===== src/rtl/txw_pkg.sv =====
package txw_pkg;
   localparam int unsigned STROBES = 2;
   localparam int unsigned LO_IDX  = 0;
   localparam int unsigned HI_IDX  = 1;

   typedef struct packed {
      logic enable;
      logic even;
   } par_mode_t;
endpackage


===== src/rtl/txw_edge.sv =====
module txw_edge (
   input  logic clk,
   input  logic rst_n,
   input  logic strobe_n,
   output logic fall
);
   logic prev_n;

   always_ff @(posedge clk or negedge rst_n) begin
      if (!rst_n) prev_n <= 1'b1;
      else        prev_n <= strobe_n;
   end

   assign fall = prev_n & ~strobe_n;
endmodule


===== src/rtl/txw_assembler.sv =====
module txw_assembler #(
   parameter int unsigned HALF_W = 16,
   localparam int unsigned WORD_W = 2 * HALF_W
) (
   input  logic                         clk,
   input  logic                         rst_n,
   input  logic [HALF_W-1:0]            host_data,
   input  logic [txw_pkg::STROBES-1:0]  strobe_n,
   output logic [txw_pkg::STROBES-1:0]  strobe_ev,
   output logic                         half_pending,
   output logic                         push,
   output logic [WORD_W-1:0]            push_word
);
   logic [HALF_W-1:0] lo_half;

   initial begin
      if (HALF_W < 1) $error("txw_assembler: HALF_W must be positive");
   end

   for (genvar s = 0; s < txw_pkg::STROBES; s++) begin : g_edge
      txw_edge u_edge (
         .clk      (clk),
         .rst_n    (rst_n),
         .strobe_n (strobe_n[s]),
         .fall     (strobe_ev[s])
      );
   end

   assign push      = strobe_ev[txw_pkg::HI_IDX] & half_pending;
   assign push_word = {host_data, lo_half};

   always_ff @(posedge clk or negedge rst_n) begin
      if (!rst_n) begin
         half_pending <= 1'b0;
         lo_half      <= '0;
      end else begin
         if (strobe_ev[txw_pkg::LO_IDX]) begin
            half_pending <= 1'b1;
            lo_half      <= host_data;
         end else if (push) begin
            half_pending <= 1'b0;
         end
      end
   end
endmodule


===== src/rtl/txw_store.sv =====
module txw_store #(
   parameter int unsigned WORD_W = 32,
   parameter int unsigned DEPTH  = 32,
   localparam int unsigned AW     = $clog2(DEPTH),
   localparam int unsigned CW     = $clog2(DEPTH + 1),
   localparam int unsigned HALF_MARK = DEPTH / 2
) (
   input  logic              clk,
   input  logic              rst_n,
   input  logic              push,
   input  logic [WORD_W-1:0] push_word,
   input  logic              pop,
   output logic              pop_fire,
   output logic [WORD_W-1:0] head_word,
   output logic [CW-1:0]     fill_cnt,
   output logic              full,
   output logic              below_half,
   output logic              empty
);
   logic [WORD_W-1:0] mem [DEPTH];
   logic [AW-1:0]     wr_ptr, rd_ptr;
   logic              wr_ok;

   initial begin
      if (DEPTH < 4 || (DEPTH & (DEPTH - 1)) != 0)
         $error("txw_store: DEPTH must be a power of two of at least 4");
   end

   assign full       = (fill_cnt == CW'(DEPTH));
   assign empty      = (fill_cnt == '0);
   assign below_half = (fill_cnt < CW'(HALF_MARK));
   assign wr_ok      = push & ~full;
   assign pop_fire   = pop & ~empty;
   assign head_word  = mem[rd_ptr];

   always_ff @(posedge clk or negedge rst_n) begin
      if (!rst_n) begin
         wr_ptr   <= '0;
         rd_ptr   <= '0;
         fill_cnt <= '0;
      end else begin
         if (wr_ok)    wr_ptr <= wr_ptr + 1'b1;
         if (pop_fire) rd_ptr <= rd_ptr + 1'b1;
         case ({wr_ok, pop_fire})
            2'b10:   fill_cnt <= fill_cnt + 1'b1;
            2'b01:   fill_cnt <= fill_cnt - 1'b1;
            default: fill_cnt <= fill_cnt;
         endcase
      end
   end

   always_ff @(posedge clk) begin
      if (wr_ok) mem[wr_ptr] <= push_word;
   end

   // a completed load while full leaves the level untouched
   a_r3_no_overflow: assert property (@(posedge clk) disable iff (!rst_n)
      (full && push && !pop) |=> $stable(fill_cnt));

   // the flags are mutually consistent
   a_r5_ready_not_full: assert property (@(posedge clk) disable iff (!rst_n)
      empty |-> (!full && below_half));
   a_r4_full_not_below: assert property (@(posedge clk) disable iff (!rst_n)
      full |-> !below_half);
endmodule


===== src/rtl/txw_out_stage.sv =====
module txw_out_stage #(
   parameter int unsigned WORD_W = 32,
   parameter bit          PARITY_SUPPORT = 1'b1
) (
   input  logic              clk,
   input  logic              rst_n,
   input  logic              fire,
   input  logic [WORD_W-1:0] raw_word,
   input  txw_pkg::par_mode_t mode,
   output logic [WORD_W-1:0] word_out,
   output logic              word_valid
);
   logic [WORD_W-1:0] shaped;

   initial begin
      if (WORD_W < 2) $error("txw_out_stage: WORD_W must be at least 2");
   end

   if (PARITY_SUPPORT) begin : g_parity
      logic body_xor;
      assign body_xor = ^raw_word[WORD_W-2:0];
      assign shaped = mode.enable
                    ? {(mode.even ? body_xor : ~body_xor), raw_word[WORD_W-2:0]}
                    : raw_word;

      // the emitted word carries the requested parity sense
      a_r7_parity_sense: assert property (@(posedge clk) disable iff (!rst_n)
         (word_valid && $past(mode.enable)) |-> ((^word_out) == ~$past(mode.even)));
   end else begin : g_raw
      logic unused_mode;
      assign unused_mode = ^mode;
      assign shaped = raw_word;
   end

   always_ff @(posedge clk or negedge rst_n) begin
      if (!rst_n) begin
         word_out   <= '0;
         word_valid <= 1'b0;
      end else begin
         word_valid <= fire;
         if (fire) word_out <= shaped;
      end
   end
endmodule


===== src/rtl/txw_loader.sv =====
module txw_loader #(
   parameter int unsigned HALF_W = 16,
   parameter int unsigned DEPTH  = 32,
   parameter bit          PARITY_SUPPORT = 1'b1,
   localparam int unsigned WORD_W = 2 * HALF_W,
   localparam int unsigned CW     = $clog2(DEPTH + 1)
) (
   input  logic              clk,
   input  logic              rst_n,
   input  logic [HALF_W-1:0] host_data,
   input  logic              ld_lo_n,
   input  logic              ld_hi_n,
   input  logic              par_en,
   input  logic              par_even,
   input  logic              pop_req,
   output logic [WORD_W-1:0] word_out,
   output logic              word_valid,
   output logic              full,
   output logic              below_half,
   output logic              tx_ready
);
   logic [txw_pkg::STROBES-1:0] strobe_ev;
   logic                        half_pending;
   logic                        push, pop_fire;
   logic [WORD_W-1:0]           push_word, head_word;
   logic [CW-1:0]               fill_cnt;
   txw_pkg::par_mode_t          mode;

   assign mode = '{enable: par_en, even: par_even};

   txw_assembler #(.HALF_W(HALF_W)) u_asm (
      .clk          (clk),
      .rst_n        (rst_n),
      .host_data    (host_data),
      .strobe_n     ({ld_hi_n, ld_lo_n}),
      .strobe_ev    (strobe_ev),
      .half_pending (half_pending),
      .push         (push),
      .push_word    (push_word)
   );

   txw_store #(.WORD_W(WORD_W), .DEPTH(DEPTH)) u_store (
      .clk        (clk),
      .rst_n      (rst_n),
      .push       (push),
      .push_word  (push_word),
      .pop        (pop_req),
      .pop_fire   (pop_fire),
      .head_word  (head_word),
      .fill_cnt   (fill_cnt),
      .full       (full),
      .below_half (below_half),
      .empty      (tx_ready)
   );

   txw_out_stage #(.WORD_W(WORD_W), .PARITY_SUPPORT(PARITY_SUPPORT)) u_out (
      .clk        (clk),
      .rst_n      (rst_n),
      .fire       (pop_fire),
      .raw_word   (head_word),
      .mode       (mode),
      .word_out   (word_out),
      .word_valid (word_valid)
   );

   // an upper-half strobe with nothing pending does not change the level
   a_r2_orphan_ignored: assert property (@(posedge clk) disable iff (!rst_n)
      (strobe_ev[txw_pkg::HI_IDX] && !half_pending && !pop_req) |=> $stable(fill_cnt));

   // a pop on an empty queue yields no valid word
   a_r10_empty_pop: assert property (@(posedge clk) disable iff (!rst_n)
      (pop_req && tx_ready) |=> !word_valid);
endmodule


===== config.mk =====
export PLATFORM = sky130hd
export DESIGN_NAME = txw_loader
export DESIGN_NICKNAME = d
export VERILOG_FILES = /design/src/rtl/txw_pkg.sv /design/src/rtl/txw_edge.sv /design/src/rtl/txw_assembler.sv /design/src/rtl/txw_store.sv /design/src/rtl/txw_out_stage.sv /design/src/rtl/txw_loader.sv
export SDC_FILE = /design/constraint.sdc
export NUM_CORES = 1
export LEC_CHECK = 0
export ABC_AREA = 0
export BUFFER_PORTS_ARGS = -buffer_cell sky130_fd_sc_hd__buf_2
export CAP_MARGIN = 30
export CORE_ASPECT_RATIO = 0.9
export CORE_MARGIN = 10
export CORE_UTILIZATION = 40
export CTS_BUF_LIST = sky130_fd_sc_hd__clkbuf_8
export DETAILED_ROUTE_END_ITERATION = 8
export HOLD_SLACK_MARGIN = 0.15
export MAX_ROUTING_LAYER = met4
export PLACE_DENSITY = 0.58
export RECOVER_POWER = 100
export SLEW_MARGIN = 10
export SYNTH_ARGS = -nofsm -noshare
export SYNTH_HDL_FRONTEND = slang
export SYNTH_SLANG_ARGS = --single-unit

===== constraint.sdc =====
create_clock -name clk -period 6.2 [get_ports clk]
set_clock_uncertainty 0.05 [all_clocks]
set_input_delay 0.93 -clock clk [delete_from_list [all_inputs] [get_ports clk]]
set_output_delay 0.93 -clock clk [all_outputs]
set_load 0.01 [all_outputs]

==> results.cfg <==
[run_status]
status = finished with violations
violations = capacitance limit, slew limit

[cells_and_area]
post_layout_nonfiller_instances = 3744
fill_cells = 8776
post-route-util = 0.4581
multiInputGateArea_mm2 = 0.009150
finalNetCount = 2260
area_growth_pct = 13.16
drive_gt1_frac = 0.2244
regArea_mm2 = 0.03246
final_cell_area_mm2 = 0.04770

[critical_path]
criticalPathCategory = in -> reg
start_kind = primary input
crit_chain = dlygate4sd3_1 -> clkbuf_1 -> nand2b_1 -> nor3b_1 -> nand2_1 -> nor2_1 -> buf_4
cp_slowest_stage_delay_ns = 1.63
slowest_stage = nor2_1
cp_max_fo = 12
crit_start = ld_hi_n
worstSetupEndpointType = flop
worstReg2RegStart = u_store.fill_cnt[1]$_DFFE_PN0P_
worstPathArrival_ns = 5.86
critPathRequiredTime_ns = 6.66

[sta]
finalSetupTns_ns = 0
tightest_slew_ns = 3.345
period_share = 0.8713
setup_viol = 0
rsz0062_at_grt = false
finalHoldViolCount = 0
fmaxAchievable_mhz = 185.1
slew_headroom = -1.230
slew_violations = 927
final.min_clock_period_ns = 5.402

[cts]
numCtsBuffers = 174
clock-root-buffer = clkbuf_8
cts_tree = yes
cts_sinks = 1092
clockBufferDepth = 3
path_clk_slew_ns = 0.06
clk_latency_ns = 0.85
h-tree-depth = 4

[die]
fp.coreArea_mm2 = 0.1041
die_x_um = 362.2
die_area_mm2 = 0.1188
start_util = 0.4048
dieHeight_um = 328.0
num_rows = 112
io_pins = 59

[logic_synthesis]
synth_cells = 2017
synth.area.top_cells = edfxtp_1 73%, mux4_2 9.0%, dfrtp_1 3.9%, mux2i_1 3.4%, mux4_1 1.2%
syn_nets = 2051
ys_seq_area_frac = 0.7699
synth_cell_type_count = 51
synthArstFlopShare = 0.06227
synth_top_area_frac = 0.7295
yosys_warnings = 0
synthFlopType = edfxtp_1
synth-edff-count = 1024
ys_top_cells_by_count = 1024 x edfxtp_1, 168 x mux4_2, 143 x mux2i_1
synthesis.area_mm2 = 0.04215
synth_most_common_cell = edfxtp_1
synth_seq_cells = 1092
postSynthAreaPerCell_um2 = 20.90
synth_top_cell_by_area = edfxtp_1

[power]
p_leak_uw = 0.01552
ir_worst_vdd_mv = 0.5257
power_uw = 22090
powerDensity_mw_per_mm2 = 463.0

[worst_hold_path]
hold_path.startpoint = par_en
holdCritPathClass = in -> reg

[placement]
placed_area_mm2 = 0.04449
port_buffers = 58
dp_hpwl_mm = 63.50
place_congestion = 0.7834
place_inst = 3402

[detailed_routing]
via_per_inst = 5.790
wirelength_mm = 114.2
drt_iter0_drc = 2484
wl_per_cell_um = 30.51
ant_nets = 0
drc = 0
first_pass_iters = 5
vias = 21680

[grt]
grt_pass1_vias = 22070
grt_pass1_wl_mm = 163.0
grt_use_total = 0.1964
antenna_found_initial = 4
grt.overflow.total = 0
grt_max_degree = 74

[flow_run]
drv_cap = 30
-- routing by layer --
metal	global-route usage	part of all wire
met5	-	0
met4	0.05156	0.022
met3	0.03668	0.078
met2	0.2994	0.47
met1	0.2715	0.43
-- final cells by class --
cell class	count	share of cell area
clock inverter	136	0.01828
timing repair buffer	145	0.01799
tap	1368	0.03588
antenna	1	0.00005246
sequential	1092	0.6806
inverter	10	0.0007869
clock buffer	189	0.05454
multi-input combinational	803	0.1918
-- flip-flops by register name (all words and copies together), names as in the netlist --
name and flops:
u_asm.lo_half 16, u_store.fill_cnt 6, u_out.word_out 32, u_out.word_valid 1, u_asm.g_edge.u_edge.prev_n 2, u_store.rd_ptr 5, u_asm.half_pending 1, u_store.wr_ptr 5
u_store.mem 1024
-- metrics by stage --
stage / hold slack [ns] / setup WS (ns)
after global routing: 0.3153 / 0.6986
after floorplan: 0.3916 / 2.295
final: 0.3366 / 0.7981
after global placement: 0.4120 / 1.158
after CTS: 0.2938 / 1.481
after detailed placement: 0.4148 / 1.513
-- worst max-delay path: cells and delay by family --
family	cells	cell delay (ns)
simple gates	4	3.78
buf+inv	3	1.13
-- what timing repair did --
item                                    in CTS  in global routing
setup buffers                                0                  0
endpoints found under the setup margin       0                  0
hold buffers                                 3                  0
resized for setup                            0                  0
hold endpoints to repair                    17                  0
-- power breakdown --
part	total [uW]	switching (uW)	internal, uW	leakage (uW)
sequential	8940	466	8480	0.0100
combinational	7020	4100	2920	0.00350
clock	6120	2900	3220	0.00199
-- kinds of logic (layout without fill, tap and decap cells) --
group | Yosys count | after routing | share of synthesized area
AOI/OAI and AO/OA | 240 | 240 | 0.04037
muxes | 365 | 365 | 0.1453
xor gates and xnor gates | 42 | 42 | 0.009380
buffers and inverters | 122 | 480 | 0.01704
other | 0 | 1 | 0
DFF | 1092 | 1092 | 0.7699
adders and majority gates | 11 | 11 | 0.003443
and+or+nand+nor | 145 | 145 | 0.01455
-- path summary, 6_finish.rpt --
path	end	slack (ns)	depth (start not counted)
worst min-delay path	u_out.word_out[31]$_DFFE_PN0P_	0.34	3
worst max-delay path	u_store.mem[6][1]$_DFFE_PP_	0.80	7
min in group asynchronous	u_store.fill_cnt[1]$_DFFE_PN0P_	0.70	2
max in group asynchronous	u_store.rd_ptr[3]$_DFFE_PN0P_	2.80	3
worst min register to register	u_out.word_out[16]$_DFFE_PN0P_	0.43	2
worst max register to register	u_store.mem[6][1]$_DFFE_PP_	1.09	7
-- cell usage in the layout, fill, tap and decap left out, types with 28 or more instances in the layout --
cell | netlist | final
edfxtp_1 | 1024 | 1024
clkbuf_8 | 0 | 189
mux4_2 | 168 | 168
mux2i_1 | 143 | 143
clkbuf_1 | 36 | 88
nand2_1 | 69 | 69
inv_1 | 9 | 64
dfrtp_1 | 66 | 61
a22oi_1 | 44 | 44
clkinv_1 | 1 | 37
o21ai_0 | 34 | 35
mux2_2 | 34 | 34
xnor2_1 | 33 | 33
o22ai_1 | 32 | 32
o221ai_1 | 31 | 31
buf_4 | 10 | 28
(Power assumes the default switching activity.)
